--- config.mk ---
export PLATFORM = sky130hd
export DESIGN_NAME = rtc_flag_ctrl
export DESIGN_NICKNAME = d
export VERILOG_FILES = /design/src/rtl/rtc_flag_pkg.sv /design/src/rtl/rtc_busy_timer.sv /design/src/rtl/rtc_irq_flags.sv /design/src/rtl/rtc_flag_ctrl.sv
export SDC_FILE = /design/constraint.sdc
export NUM_CORES = 1
export LEC_CHECK = 0
export BUFFER_PORTS_ARGS = -buffer_cell sky130_fd_sc_hd__buf_2
export CORE_MARGIN = 8
export CORE_UTILIZATION = 46
export DETAILED_ROUTE_END_ITERATION = 10
export PLACE_DENSITY = 0.75
export SYNTH_ARGS = -nofsm -noshare
export SYNTH_HDL_FRONTEND = slang
export SYNTH_SLANG_ARGS = --single-unit
--- constraint.sdc ---
create_clock -name clk -period 2.8 [get_ports clk]
set_clock_uncertainty 0.05 [all_clocks]
set_input_delay 0.56 -clock clk [delete_from_list [all_inputs] [get_ports clk]]
set_output_delay 0.56 -clock clk [all_outputs]
set_load 0.01 [all_outputs]
--- src/rtl/rtc_flag_pkg.sv ---
package rtc_flag_pkg;
  typedef enum logic {IRQ_PULSE = 1'b0, IRQ_LEVEL = 1'b1} irq_mode_e;

  function automatic int unsigned umax(input int unsigned a, input int unsigned b);
    return (a > b) ? a : b;
  endfunction
endpackage

--- src/rtl/rtc_busy_timer.sv ---
module rtc_busy_timer #(
  parameter int unsigned CW = 3
) (
  input  logic          clk,
  input  logic          rst,
  input  logic          tick,
  input  logic          start,
  input  logic [CW-1:0] load_val,
  output logic          busy
);
  logic [CW-1:0] cnt_q, cnt_d;

  always_comb begin
    cnt_d = cnt_q;
    if (start) begin
      cnt_d = (load_val > cnt_q) ? load_val : cnt_q;
    end else if (tick && cnt_q != '0) begin
      cnt_d = cnt_q - 1'b1;
    end
  end

  always_ff @(posedge clk) begin
    if (rst) begin
      cnt_q <= '0;
      busy  <= 1'b0;
    end else begin
      cnt_q <= cnt_d;
      busy  <= (cnt_d != '0);
    end
  end


  busy_needs_cause_chk: assert property (@(posedge clk) disable iff (rst)
    $rose(busy) |-> $past(start));


  busy_counts_down_chk: assert property (@(posedge clk) disable iff (rst)
    (tick && !start && cnt_q != '0) |=> (cnt_q == $past(cnt_q) - 1'b1));
endmodule

--- src/rtl/rtc_irq_flags.sv ---
module rtc_irq_flags
  import rtc_flag_pkg::*;
(
  input  logic clk,
  input  logic rst,
  input  logic tick,
  input  logic period_stb,
  input  logic alarm_stb,
  input  logic level_mode,
  input  logic cy_wr,
  input  logic cy_val,
  input  logic al_wr,
  input  logic al_val,
  output logic cy_flag,
  output logic al_flag,
  output logic int_n
);
  irq_mode_e mode;
  logic cy_d, hold_q, hold_d, al_d, cy_clr;

  assign mode   = irq_mode_e'(level_mode);
  assign cy_clr = (mode == IRQ_LEVEL) && cy_wr && !cy_val;

  always_comb begin
    cy_d   = cy_flag;
    hold_d = hold_q;
    if (tick) hold_d = 1'b0;
    if (mode == IRQ_PULSE) begin
      if (tick) cy_d = 1'b0;
    end else if (cy_clr) begin
      cy_d = 1'b0;
      if (cy_flag) hold_d = 1'b1;
    end
    if (period_stb) begin
      cy_d   = 1'b1;
      hold_d = 1'b0;
    end
    al_d = al_flag;
    if (al_wr && !al_val) al_d = 1'b0;
    if (alarm_stb) al_d = 1'b1;
  end

  always_ff @(posedge clk) begin
    if (rst) begin
      cy_flag <= 1'b0;
      hold_q  <= 1'b0;
      al_flag <= 1'b0;
      int_n   <= 1'b1;
    end else begin
      cy_flag <= cy_d;
      hold_q  <= hold_d;
      al_flag <= al_d;
      int_n   <= !(cy_d || hold_d || al_d);
    end
  end


  pulse_ends_on_tick_chk: assert property (@(posedge clk) disable iff (rst)
    (!level_mode && cy_flag && tick && !period_stb) |=> !cy_flag);


  level_flag_holds_chk: assert property (@(posedge clk) disable iff (rst)
    (level_mode && cy_flag && !cy_wr) |=> cy_flag);


  alarm_drives_int_chk: assert property (@(posedge clk) disable iff (rst)
    al_flag |-> !int_n);


  alarm_sticky_chk: assert property (@(posedge clk) disable iff (rst)
    (al_flag && !(al_wr && !al_val)) |=> al_flag);
endmodule

--- src/rtl/rtc_flag_ctrl.sv ---
module rtc_flag_ctrl
  import rtc_flag_pkg::*;
#(
  parameter int unsigned LONG_TICKS  = 4,
  parameter int unsigned SHORT_TICKS = 3
) (
  input  logic clk,
  input  logic rst,
  input  logic tick,
  input  logic sec_carry,
  input  logic period_stb,
  input  logic alarm_stb,
  input  logic level_mode,
  input  logic adj_wr,
  input  logic rst_wr,
  input  logic wen_wr,
  input  logic wen_val,
  input  logic cy_wr,
  input  logic cy_val,
  input  logic al_wr,
  input  logic al_val,
  input  logic time_wr,
  output logic busy,
  output logic cy_flag,
  output logic al_flag,
  output logic int_n,
  output logic cnt_reset,
  output logic adj_req,
  output logic plus1_req,
  output logic time_wr_en,
  output logic wr_collide
);
  localparam int unsigned MAXT = umax(LONG_TICKS, SHORT_TICKS);
  localparam int unsigned CW   = $clog2(MAXT + 1);
  localparam logic [CW-1:0] LONG_V  = CW'(LONG_TICKS);
  localparam logic [CW-1:0] SHORT_V = CW'(SHORT_TICKS);

  logic wen_q, wen_rise, corr, long_cause, start;
  logic [CW-1:0] load_val;

  assign wen_rise   = wen_wr && wen_val && !wen_q;
  assign corr       = sec_carry && wen_rise;
  assign long_cause = adj_wr || rst_wr || corr;
  assign start      = long_cause || sec_carry;
  assign load_val   = long_cause ? LONG_V : SHORT_V;

  always_ff @(posedge clk) begin
    if (rst) begin
      wen_q      <= 1'b0;
      adj_req    <= 1'b0;
      cnt_reset  <= 1'b0;
      plus1_req  <= 1'b0;
      time_wr_en <= 1'b0;
      wr_collide <= 1'b0;
    end else begin
      if (wen_wr) wen_q <= wen_val;
      adj_req    <= adj_wr;
      cnt_reset  <= rst_wr;
      plus1_req  <= corr;
      time_wr_en <= time_wr && !busy;
      wr_collide <= wr_collide || (time_wr && busy);
    end
  end

  rtc_busy_timer #(.CW(CW)) u_timer (
    .clk(clk), .rst(rst), .tick(tick), .start(start),
    .load_val(load_val), .busy(busy)
  );

  rtc_irq_flags u_flags (
    .clk(clk), .rst(rst), .tick(tick), .period_stb(period_stb),
    .alarm_stb(alarm_stb), .level_mode(level_mode),
    .cy_wr(cy_wr), .cy_val(cy_val), .al_wr(al_wr), .al_val(al_val),
    .cy_flag(cy_flag), .al_flag(al_flag), .int_n(int_n)
  );


  no_write_while_busy_chk: assert property (@(posedge clk) disable iff (rst)
    time_wr_en |-> !$past(busy));


  collide_sticky_chk: assert property (@(posedge clk) disable iff (rst)
    wr_collide |=> wr_collide);


  plus1_busy_chk: assert property (@(posedge clk) disable iff (rst)
    plus1_req |-> busy);
endmodule

After elaboration in Yosys (flattened, before gate mapping)
Index checks and enable logic that the tools add are counted.
{"block": "op_classes", "addsub": 1, "n_lt_le_gt_ge": 1, "mux": 15, "n_reduce_logical": 22}
{"op": "2-to-1 mux 3 bit", "count": 4}
{"op": "2-to-1 mux 1 bit", "count": 11}
{"op": "logical AND 1 bit", "count": 9}
{"op": "logical OR 1 bit", "count": 6}
{"op": "nonzero test 3 bit", "count": 2}
{"op": "logical NOT 1 bit", "count": 5}
{"op": "greater-than comparator 3 bit", "count": 1}
{"op": "subtractor 3 x 1 -> 3 bit, second input constant", "count": 1}
{"block": "totals", "register_bits": 14, "inputBits": 16, "output_inout_bits": 9, "elab_cells": 51}

Depth between registers and ports, before layout
{"block": "logic_depth", "depth_word": 9, "ltp_mapped": 8, "depth_no_buf": 8}

Hierarchy
From an unflattened synthesis, not the netlist that was laid out.
{"block": "unflattened", "cells_unflattened": 80, "hier_area_um2": 762.0}
{"mod": "rtc_busy_timer", "n_inst": 1, "cells_each": 43, "area_each_um2": 391.6, "seq_area_each_um2": 80.1}
{"mod": "rtc_flag_ctrl", "n_inst": 1, "cells_each": 19, "area_each_um2": 195.2, "seq_area_each_um2": 120.1}
{"mod": "rtc_irq_flags", "n_inst": 1, "cells_each": 18, "area_each_um2": 175.2, "seq_area_each_um2": 80.1}

Least setup slack after synthesis
Ideal clock, no wire load.
{"block": "synth_path", "path_type": "input port to flip-flop", "startpoint": "in sec_carry", "endpoint": "reg u_timer.busy", "setup_time_ns": 0.138, "t_arrival_ns": 2.019, "t_required_ns": 2.612, "path_slack_ns": 0.593, "path_stages": 8, "n_path_buf": 0, "cell_sequence": "nand4b_2 -> nand2_1 -> inv_1 -> ha_1 -> a211o_1 -> and3b_1 -> o31ai_2 -> o2111ai_1"}
{"block": "synth_between", "elab_chain_len": 7, "elab_cells_between_ends": 8, "classes_between": "1 x order compare; 3 x mux; 4 x reduce/logical"}
{"element": "start: declaration", "line": "rtc_flag_ctrl.sv:10", "source": "input logic sec_carry,"}
{"element": "logical AND 1 bit", "line": "rtc_flag_ctrl.sv:42", "source": "assign corr = sec_carry && wen_rise;"}
{"element": "logical OR 1 bit", "line": "rtc_flag_ctrl.sv:43", "source": "assign long_cause = adj_wr || rst_wr || corr;"}
{"element": "2-to-1 mux 3 bit", "line": "rtc_flag_ctrl.sv:45", "source": "assign load_val = long_cause ? LONG_V : SHORT_V;"}
{"element": "greater-than comparator 3 bit", "line": "rtc_busy_timer.sv:16", "source": "cnt_d = (load_val > cnt_q) ? load_val : cnt_q;"}
{"element": "2-to-1 mux 3 bit", "line": "rtc_busy_timer.sv:16"}
{"element": "2-to-1 mux 3 bit (*)", "line": "rtc_busy_timer.sv:15", "source": "if (start) begin"}
{"element": "nonzero test 3 bit (*)", "line": "rtc_busy_timer.sv:28", "source": "busy <= (cnt_d != '0);"}
{"element": "end signal: assignment", "line": "rtc_busy_timer.sv:28"}
{"element": "end: declaration", "line": "rtc_busy_timer.sv:9", "source": "output logic busy"}
Mark *: on every way between the ends. The rest lies on a longest branch, timed or not.
A chain may end at the register's enable or synchronous reset.

Final worst setup path
Same ends and word-level chain as after synthesis.

==> results by group <==
Run status
  • Status: completed

Timing
  • Slew Viols, Final: 0
  • RSZ-0062 raised after global routing: no
  • Maximum clock frequency: 452 MHz
  • Worst Tran Pin Value: 315 ps
  • Final hold violation count: 0
  • Final worst path period need: 2210 ps
  • Period utilization: 79.1%
  • Rel. slew slack: 78.9%
  • Setup_tns: 0 ps
  • Final setup violation count: 0
  • WHS: 400 ps

Drt
  • Avg Vias per Cell: 5.06
  • Routed WL: 1.48 mm
  • Antenna Violating Nets Remaining: 0
  • DRC: 0
  • Total number of vias: 602
  • WL per Instance: 12.5 um
  • Iteration-0 DRC Markers: 9
  • DRT Pass-1 Iters: 2

Worst setup path
  • Worst Setup End Kind: flop
  • Cell family with most CP delay: compound AO/OA/AOI/OAI gates
  • Max incr delay on CP: 340 ps
  • CP required: 2890 ps
  • WP buf/inv: 2
  • Crit-path max FO: 4
  • CP max stage cell: a211o_1
  • Setup CP Type: in2reg
  • Crit-path cells: buf_2 -> nand4b_2 -> nand2_1 -> inv_1 -> ha_1 -> a211o_1 -> and3b_1 -> o31ai_2 -> o2111ai_1
  • Critical Path AT: 2310 ps
  • Startpoint type of the worst setup path: input pin

Synthesis
  • Mapped cell area: 673 um2
  • XOR/XNOR share of the synthesized area: 0%
  • Cell count after synthesis: 76
  • Syn Nets: 97
  • Yosys cell types: 25
  • Compound-Gate Fraction of Synth Area: 17.5%
  • Flops & latches, synth: 14
  • Simple-Gate Fraction of Synth Area: 25.1%
  • Synth top area share: 41.6%
  • Syn Area/Cell: 8.86 um2
  • Adder-Cell Fraction of Synth Area: 9.29%
  • Combinational family with the most area after synthesis: simple AND/OR/NAND/NOR gates
  • Top cells by area, synth: dfxtp_1, ha_1, nor2_1
  • Register area share after synthesis: 41.6%
  • Synth Warn #: 0
  • Synth area leader: dfxtp_1
  • Post-synthesis mux area share: 1.49%

Placed design
  • GPL Wtd Cong: 0.843
  • Placed inst area: 810 um2
  • DP HPWL: 1.25 mm
  • PortBufs: 24

Layout
  • Ant diodes: 0
  • Layout Nets: 125
  • Fraction of layout cells with a size suffix above 1: 30.1%
  • Post-Layout Inst Area: 846 um2
  • Area grow syn2layout: 25.7%
  • Commonest non-fill, non-tap cell in the layout: buf_2
  • Leading cell types in the layout, fill and taps excluded: buf_2, dfxtp_1, nor2_1, inv_1, a21oi_1

Power and ir drop
  • Power Dens Cells: 670 nW/um2
  • Total chip power: 567 uW
  • Leak: 0.410 nW
  • Peak supply drop: 0.380 mV

Clock tree
  • Clk slew on worst S/H paths: 80 ps
  • Max Root-Sink Buffers: 2
  • H-tree Lvls: 1
  • CTS resizes: 0
  • CTS sink count: 14
  • Postcts setup bufs: 0
  • Worst-skew pair later-pin latency: 270 ps
  • CTS buffer count: 3
  • Hold-fix buffers, CTS: 0
  • CTS tree: done
  • Root Driver: clkbuf_4

Worst hold path
  • Worst Hold Class: reg2reg

Floorplan
  • FP Rows: 14
  • Core area: 1440 um2
  • Die W: 54.3 um
  • Initial Util: 46.9%
  • Die area: 2940 um2
  • Ports: 25
  • Die Y: 54.3 um

GRT
  • Vias in the first global route: 617
  • Total GRT Usage: 10.4%
  • Total congestion overflow: 0
  • Largest net degree at the start of global routing: 14
  • Initial antenna violation count: 0
  • First-pass GRT wire length: 2.35 mm

Job
  • # Max-Cap Violations: 0
[through the flow]
step | utilization, % | worst slack [ps] | instances
finish | 58.9 | 586 | 119
global placement | 56.4 | 389 | 115
CTS | 58.9 | 595 | 119
global route | 58.9 | 484 | 119
detailed placement | 56.4 | 310 | 115
floorplan | - | 593 | 76
[sequential cells by signal (all words and copies together) (netlist names)]
name	cells
u_timer.cnt_q	3
adj_req	1
cnt_reset	1
plus1_req	1
time_wr_en	1
u_flags.al_flag	1
u_flags.cy_flag	1
u_flags.hold_q	1
u_flags.int_n	1
u_timer.busy	1
wen_q	1
wr_collide	1
[final cells by class]
| cell class | count | area (um2) |
|---|---|---|
| Multi-Input combinational cell | 53 | 359 |
| Fill cell | 136 | 591 |
| Timing Repair Buffer | 24 | 120 |
| Sequential cell | 14 | 280 |
| Inverter | 8 | 30.0 |
| Clock buffer | 4 | 36.3 |
| Tap cell | 16 | 20.0 |
[worst register-to-register path: stages, from the launching register on]
cell and delay (ps):
dfxtp_1 320, nand4b_2 210, nand2_1 160, inv_1 90, ha_1 290, a211o_1 340
and3b_1 190, o31ai_2 290, o2111ai_1 140
[synth_stat cells, drive strengths merged]
cell type / instances
a211o: 2
a211oi: 1
a21oi: 6
a22oi: 1
a31oi: 3
and3b: 1
clkbuf: 1
dfxtp: 14
ha: 5
inv: 8
mux2i: 1
nand2: 3
nand2b: 4
nand3: 2
nand3b: 2
nand4b: 2
nor2: 9
nor2b: 3
nor3: 2
nor3b: 1
o2111ai: 1
o21ai: 3
o31ai: 1
[kinds of logic (layout without fill, tap and decap cells)]
kind of cell,count (synthesis),count (layout)
AOI/OAI and AO/OA,18,18
adders and majority gates,5,5
buffers and inverters,9,36
DFF,14,14
muxes,1,1
and+or+nand+nor,29,29
[routing by layer]
layer	part of all wire, %	global-route usage [%]
met1	41	10.9
met2	50	18.9
met3	9.4	5.16
met4	0	1.23
met5	0	0
[final timing paths]
path | start | slack (ps) | endpoint | cells past startpoint
setup / recovery | sec_carry | 590 | u_timer.busy | 9
hold / removal | u_timer.busy | 400 | time_wr_en | 1
setup reg to reg | wen_q | 590 | u_timer.busy | 8
hold reg to reg | u_timer.busy | 400 | time_wr_en | 1
[power breakdown]
part | switching, mW | internal (mW)
sequential | 0.0199 | 0.229
combinational | 0.0979 | 0.0791
clock | 0.0615 | 0.0789
total | 0.179 | 0.387
Note: power is estimated with default switching activity, not from simulation.
